==> config.mk <==
export PLATFORM = sky130hd
export DESIGN_NAME = mem_space_router
export DESIGN_NICKNAME = d
export VERILOG_FILES = /design/src/rtl/msr_pkg.sv /design/src/rtl/mode_ctrl.sv /design/src/rtl/addr_decode.sv /design/src/rtl/mem_space_router.sv
export SDC_FILE = /design/constraint.sdc
export NUM_CORES = 1
export LEC_CHECK = 0
export ABC_AREA = 1
export BUFFER_PORTS_ARGS = -buffer_cell sky130_fd_sc_hd__clkbuf_2
export CORE_AREA = 8 8 45 47
export DETAILED_ROUTE_END_ITERATION = 10
export DIE_AREA = 0 0 53 55
export GPL_TIMING_DRIVEN = 0
export PLACE_DENSITY = 0.57
export RECOVER_POWER = 50
export SYNTH_ARGS = -nofsm -noshare
export SYNTH_HDL_FRONTEND = slang
export SYNTH_SLANG_ARGS = --single-unit
==> constraint.sdc <==
create_clock -name clk -period 1.2 [get_ports clk]
set_clock_uncertainty 0.2 [all_clocks]
set_input_delay 0.24 -clock clk [delete_from_list [all_inputs] [get_ports clk]]
set_output_delay 0.24 -clock clk [all_outputs]
set_load 0.02 [all_outputs]
==> src/rtl/msr_pkg.sv <==
package msr_pkg;

  typedef enum logic [1:0] {
    MODE_NORMAL = 2'b00,
    MODE_XRAM   = 2'b01,
    MODE_BOOT   = 2'b10,
    MODE_PROG   = 2'b11
  } chipMode_e;

  // Strobes from mode control to the address datapath
  typedef struct packed {
    logic bootOn;    // low window of code space served by boot ROM
    logic codeSwap;  // external chips trade code/data roles
    logic flashWr;   // data writes reach flash in swapped map
  } modeCtl_t;

endpackage

==> src/rtl/mode_ctrl.sv <==
module mode_ctrl
  import msr_pkg::*;
(
  input  logic       clk,
  input  logic       rstN,
  input  logic       cfgWrEn,
  input  logic [1:0] cfgWrData,
  input  logic       progPin,
  output logic [1:0] modeQ,
  output modeCtl_t   ctl
);

  always_ff @(posedge clk) begin
    if (!rstN) begin
      modeQ <= MODE_NORMAL;
    end else if (cfgWrEn) begin
      // program-enable bit only sticks while the pin allows it
      modeQ <= {cfgWrData[1] & progPin, cfgWrData[0]};
    end
  end

  always_comb begin
    ctl = '0;
    unique case (chipMode_e'(modeQ))
      MODE_NORMAL: ctl = '{bootOn: 1'b0, codeSwap: 1'b0, flashWr: 1'b0};
      MODE_XRAM:   ctl = '{bootOn: 1'b1, codeSwap: 1'b1, flashWr: 1'b0};
      MODE_BOOT:   ctl = '{bootOn: 1'b1, codeSwap: 1'b0, flashWr: 1'b0};
      MODE_PROG:   ctl = '{bootOn: 1'b1, codeSwap: 1'b1, flashWr: 1'b1};
      default:     ctl = '0;
    endcase
  end

endmodule

==> src/rtl/addr_decode.sv <==
module addr_decode
  import msr_pkg::*;
#(
  parameter int                ADDR_W    = 16,
  parameter int                BOOT_SIZE = 512,
  parameter logic [ADDR_W-1:0] XRAM_BASE = 16'hF400
) (
  input  modeCtl_t          ctl,
  input  logic [ADDR_W-1:0] addr,
  input  logic              fetchEn,
  input  logic              rdEn,
  input  logic              wrEn,
  output logic              selBoot,
  output logic              selXram,
  output logic              selExtCode,
  output logic              selExtData,
  output logic              strbPse,
  output logic              strbAlt,
  output logic              strbRd,
  output logic              strbWr,
  output logic              strbWrFlash,
  output logic              wrBlocked
);

  localparam logic [ADDR_W-1:0] BOOT_END = ADDR_W'(BOOT_SIZE);

  logic inBoot, inXram, doFetch, doRd, doWr;

  assign inBoot  = addr < BOOT_END;
  assign inXram  = addr >= XRAM_BASE;
  assign doFetch = fetchEn;
  assign doRd    = rdEn & ~fetchEn;
  assign doWr    = wrEn & ~fetchEn & ~rdEn;

  always_comb begin
    selBoot     = 1'b0;
    selXram     = 1'b0;
    selExtCode  = 1'b0;
    selExtData  = 1'b0;
    strbPse     = 1'b0;
    strbAlt     = 1'b0;
    strbRd      = 1'b0;
    strbWr      = 1'b0;
    strbWrFlash = 1'b0;
    wrBlocked   = 1'b0;
    if (doFetch) begin
      if (ctl.bootOn && inBoot) begin
        selBoot = 1'b1;
      end else if (ctl.codeSwap && inXram) begin
        selXram = 1'b1;
      end else if (ctl.codeSwap) begin
        selExtData = 1'b1;
        strbAlt    = 1'b1;
      end else begin
        selExtCode = 1'b1;
        strbPse    = 1'b1;
      end
    end else if (doRd) begin
      if (ctl.codeSwap) begin
        selExtCode = 1'b1;
        strbPse    = 1'b1;
      end else if (inXram) begin
        selXram = 1'b1;
      end else begin
        selExtData = 1'b1;
        strbRd     = 1'b1;
      end
    end else if (doWr) begin
      if (ctl.codeSwap) begin
        selExtCode  = 1'b1;
        strbWrFlash = ctl.flashWr;
        wrBlocked   = ~ctl.flashWr;
      end else if (inXram) begin
        selXram = 1'b1;
      end else begin
        selExtData = 1'b1;
        strbWr     = 1'b1;
      end
    end
  end

endmodule

==> src/rtl/mem_space_router.sv <==
module mem_space_router
  import msr_pkg::*;
#(
  parameter int                ADDR_W    = 16,
  parameter int                BOOT_SIZE = 512,
  parameter logic [ADDR_W-1:0] XRAM_BASE = 16'hF400
) (
  input  logic              clk,
  input  logic              rstN,
  input  logic              cfgWrEn,
  input  logic [1:0]        cfgWrData,
  input  logic              progPin,
  input  logic [ADDR_W-1:0] addr,
  input  logic              fetchEn,
  input  logic              rdEn,
  input  logic              wrEn,
  output logic              selBoot,
  output logic              selXram,
  output logic              selExtCode,
  output logic              selExtData,
  output logic              strbPse,
  output logic              strbAlt,
  output logic              strbRd,
  output logic              strbWr,
  output logic              strbWrFlash,
  output logic              wrBlocked
);

  logic [1:0] modeQ;
  modeCtl_t   ctl;

  mode_ctrl u_ctrl (
    .clk       (clk),
    .rstN      (rstN),
    .cfgWrEn   (cfgWrEn),
    .cfgWrData (cfgWrData),
    .progPin   (progPin),
    .modeQ     (modeQ),
    .ctl       (ctl)
  );

  addr_decode #(
    .ADDR_W    (ADDR_W),
    .BOOT_SIZE (BOOT_SIZE),
    .XRAM_BASE (XRAM_BASE)
  ) u_dec (
    .ctl         (ctl),
    .addr        (addr),
    .fetchEn     (fetchEn),
    .rdEn        (rdEn),
    .wrEn        (wrEn),
    .selBoot     (selBoot),
    .selXram     (selXram),
    .selExtCode  (selExtCode),
    .selExtData  (selExtData),
    .strbPse     (strbPse),
    .strbAlt     (strbAlt),
    .strbRd      (strbRd),
    .strbWr      (strbWr),
    .strbWrFlash (strbWrFlash),
    .wrBlocked   (wrBlocked)
  );

endmodule

==> flow_metrics.tcl <==
set metrics [dict create \
    arrival_ns 1.19 \
    fillerInstances 147 \
    slew_headroom_pct 85.8 \
    first_pass_iters 4 \
    largest_reg_flops 2 \
    hold_path_class "in -> reg" \
    ant_nets 0 \
    drc 0 \
    cts.sinks 2 \
    die_w_um 53 \
    globalplace.congestion 0.750 \
    total_power_uw 424 \
    hpwl_um 831 \
    viasPerCell 4.37 \
    status "complete, but fails checks" \
    routed_wl_mm 1.09 \
    coreArea_um2 1380 \
    setup_viol 10 \
    reg.largest.list "u_ctrl.modeQ: 2 flops" \
    r2r-start "u_ctrl.modeQ[0]" \
    max_freq_mhz 614 \
    row_count 14 \
    cts_buffers 3 \
    clockBufferDepth 2 \
    peakVddDrop_uv 361 \
    synth_edf_count 0 \
    cts_tree "done" \
    yosysUniqueCellTypes 13 \
    critical_path_class "reg -> out" \
    slowest_delay_ns 0.32 \
    insertion_delay_ns 0.22 \
    rsz0062_at_grt "yes" \
    io_pins 35 \
    start_kind "flop" \
    area_delta_synth_final_pct 141 \
    holdPathStages 2 \
    io_buffers 25 \
    clk_pin_slew_worst_paths_ns 0.03 \
    netlist_area_um2 265 \
    cap_violations 0 \
    worstMarginPinSlew_ns 0.210 \
    synthCells 51 \
    hold_path_end "u_ctrl.modeQ[0]" \
    final.setup.tns_ns -3.49 \
    powerDensity_nw_per_um2 665 \
    synth_warnings 0 \
    drive_gt1_share_pct 69.5 \
    overflow 0 \
    crit_path_end_kind "output pin" \
    cp_cell_sequence "buf_6 > nor2_2 > nor2_1 > nand2_2 > nand3_2 > nand2_2 > buf_8" \
    p_leak_uw 0.000314 \
    cpMostUsedCell "nand2_2" \
    r2r_setup_slack_ns 0.11 \
    synth_area_leaders "nand2_1 21%, dfxtp_1 15%, nor2_1 13%" \
    grt_max_degree 8 \
    fin_crit_ns 1.63 \
    initial_core_util_pct 19.2 \
    antenna_found_initial 0 \
    synth.most_common_cell "nand2_1" \
    wl_per_cell_um 11.1 \
    synth-seq-cells 2 \
    ff2ff_path_depth 4 \
    synthArstFlopShare_pct 0 \
    worst_hold_startpoint "cfgWrEn" \
    ctsRootBufferMaster "clkbuf_4" \
    vias 428 \
    drt_iter0_drc 5 \
    postLayoutSetupSlackWorst_ns -0.428 \
    n_antenna_cell 0 \
    yosys-top-cells-count "15 x nand2_1, 9 x nor2_1, 7 x inv_1, 5 x o21ai_0, 4 x a21oi_1" \
    r2r_end "u_ctrl.modeQ[0]" \
    synth_top_area_share_pct 21.2 \
    maxSlewViolCount 0 \
    cp_data_required_time_ns 0.76 \
    finalHoldViolCount 0 \
    synth_flop_cell "dfxtp_1" \
    top_register "u_ctrl.modeQ" \
    die_h_um 55 \
    dieArea_um2 2920 \
    grt_usage_pct 7.70 \
    slowest_stage "dfxtp_2" \
    nNetsFinal 109 \
    violations "negative setup slack" \
    syn-num-nets 76 \
    grt_pass1_wl_mm 1.70 \
    grt_pass1_vias 410 \
    fin_util_pct 46.1 \
    cp_max_fo 5 \
    synth-seq-area-share_pct 15.1 \
    ctsHtreeMaxLevel 1 \
    fin_crit_sh_pct 136 \
    synth_area_leader_cell "nand2_1" \
    synth.avg_cell_area_um2 5.20 \
]
[cells by family (layout without fill, tap and decap cells)]
group | Yosys count | count (layout) | synth area share, %
buf+inv | 9 | 40 | 14.2
simple gates | 31 | 31 | 53.8
compound gates | 9 | 9 | 17.0
flops | 2 | 2 | 15.1
[routing by layer]
metal	vias to the layer above	GRT usage [%]	part of all wire [%]	wire length [µm]
li1	225	-	-	-
met1	184	7.74	37	403
met2	17	14.3	53	579
met3	2	2.94	8.5	92
met4	0	2.59	0.92	10
met5	-	0	0	0
[power breakdown]
part / switching, µW / internal (µW)
registers: 5.13 / 72.5
clock network: 37.9 / 110
logic: 100 / 98.5
[cell usage in the layout (no fill, tap or decap), drive strengths merged]
cell type / instances
a21oi: 4
nand4: 1
inv: 8
dfxtp: 2
nand3: 1
nor2: 10
nand2: 15
nor3: 4
clkbuf: 22
o21ai: 5
buf: 10
[how the worst max path moves through the flow]
stage	startpoint	to	slack [ns]	cells past startpoint
floorplan	u_ctrl.modeQ[0]	selExtCode	-0.11	6
global placement	fetchEn	wrBlocked	-0.42	5
detailed placement	fetchEn	wrBlocked	-0.41	5
CTS	u_ctrl.modeQ[0]	selExtCode	-0.43	7
global route	u_ctrl.modeQ[0]	selExtCode	-0.48	7
finish	u_ctrl.modeQ[0]	selExtCode	-0.43	7
[critical path, delay by kind of cell, from the launching register on]
kind                   cells  cell delay (ns)
buffers and inverters      2             0.25
flip-flops                 1             0.32
AND/OR/NAND/NOR            5             0.40
[repair_timing]
action | in CTS | in global routing
setup buffers | 3 | 0
hold buffers | 0 | 0
pin swaps | 7 | 1
cloned | 1 | 0
gates resized for setup | 33 | 7
endpoints found under the setup margin | 10 | 11
[area by class of cell]
cell class / instances / area (µm²) / share of cell area [%]
buffer: 1 / 11.3 / 1.76
clock buffer: 3 / 22.5 / 3.53
inverter: 8 / 30.0 / 4.71
multi-input combinational: 40 / 263 / 41.2
sequential: 2 / 42.5 / 6.67
tap: 16 / 20.0 / 3.14
timing repair buffer: 28 / 249 / 39.0
[stage by stage]
stage | hold WS (ns) | worst slack (ns) | instance area, µm² | cells
after CTS | 0.0194 | -0.431 | 641 | 99
after global routing | 0.0283 | -0.479 | 638 | 98
after global placement | 0.259 | -0.420 | 462 | 92
after floorplan | 0.129 | -0.109 | 317 | 51
after detailed placement | 0.260 | -0.407 | 462 | 92
final | 0.0242 | -0.428 | 638 | 98
Power figures use the tool's default switching activity.
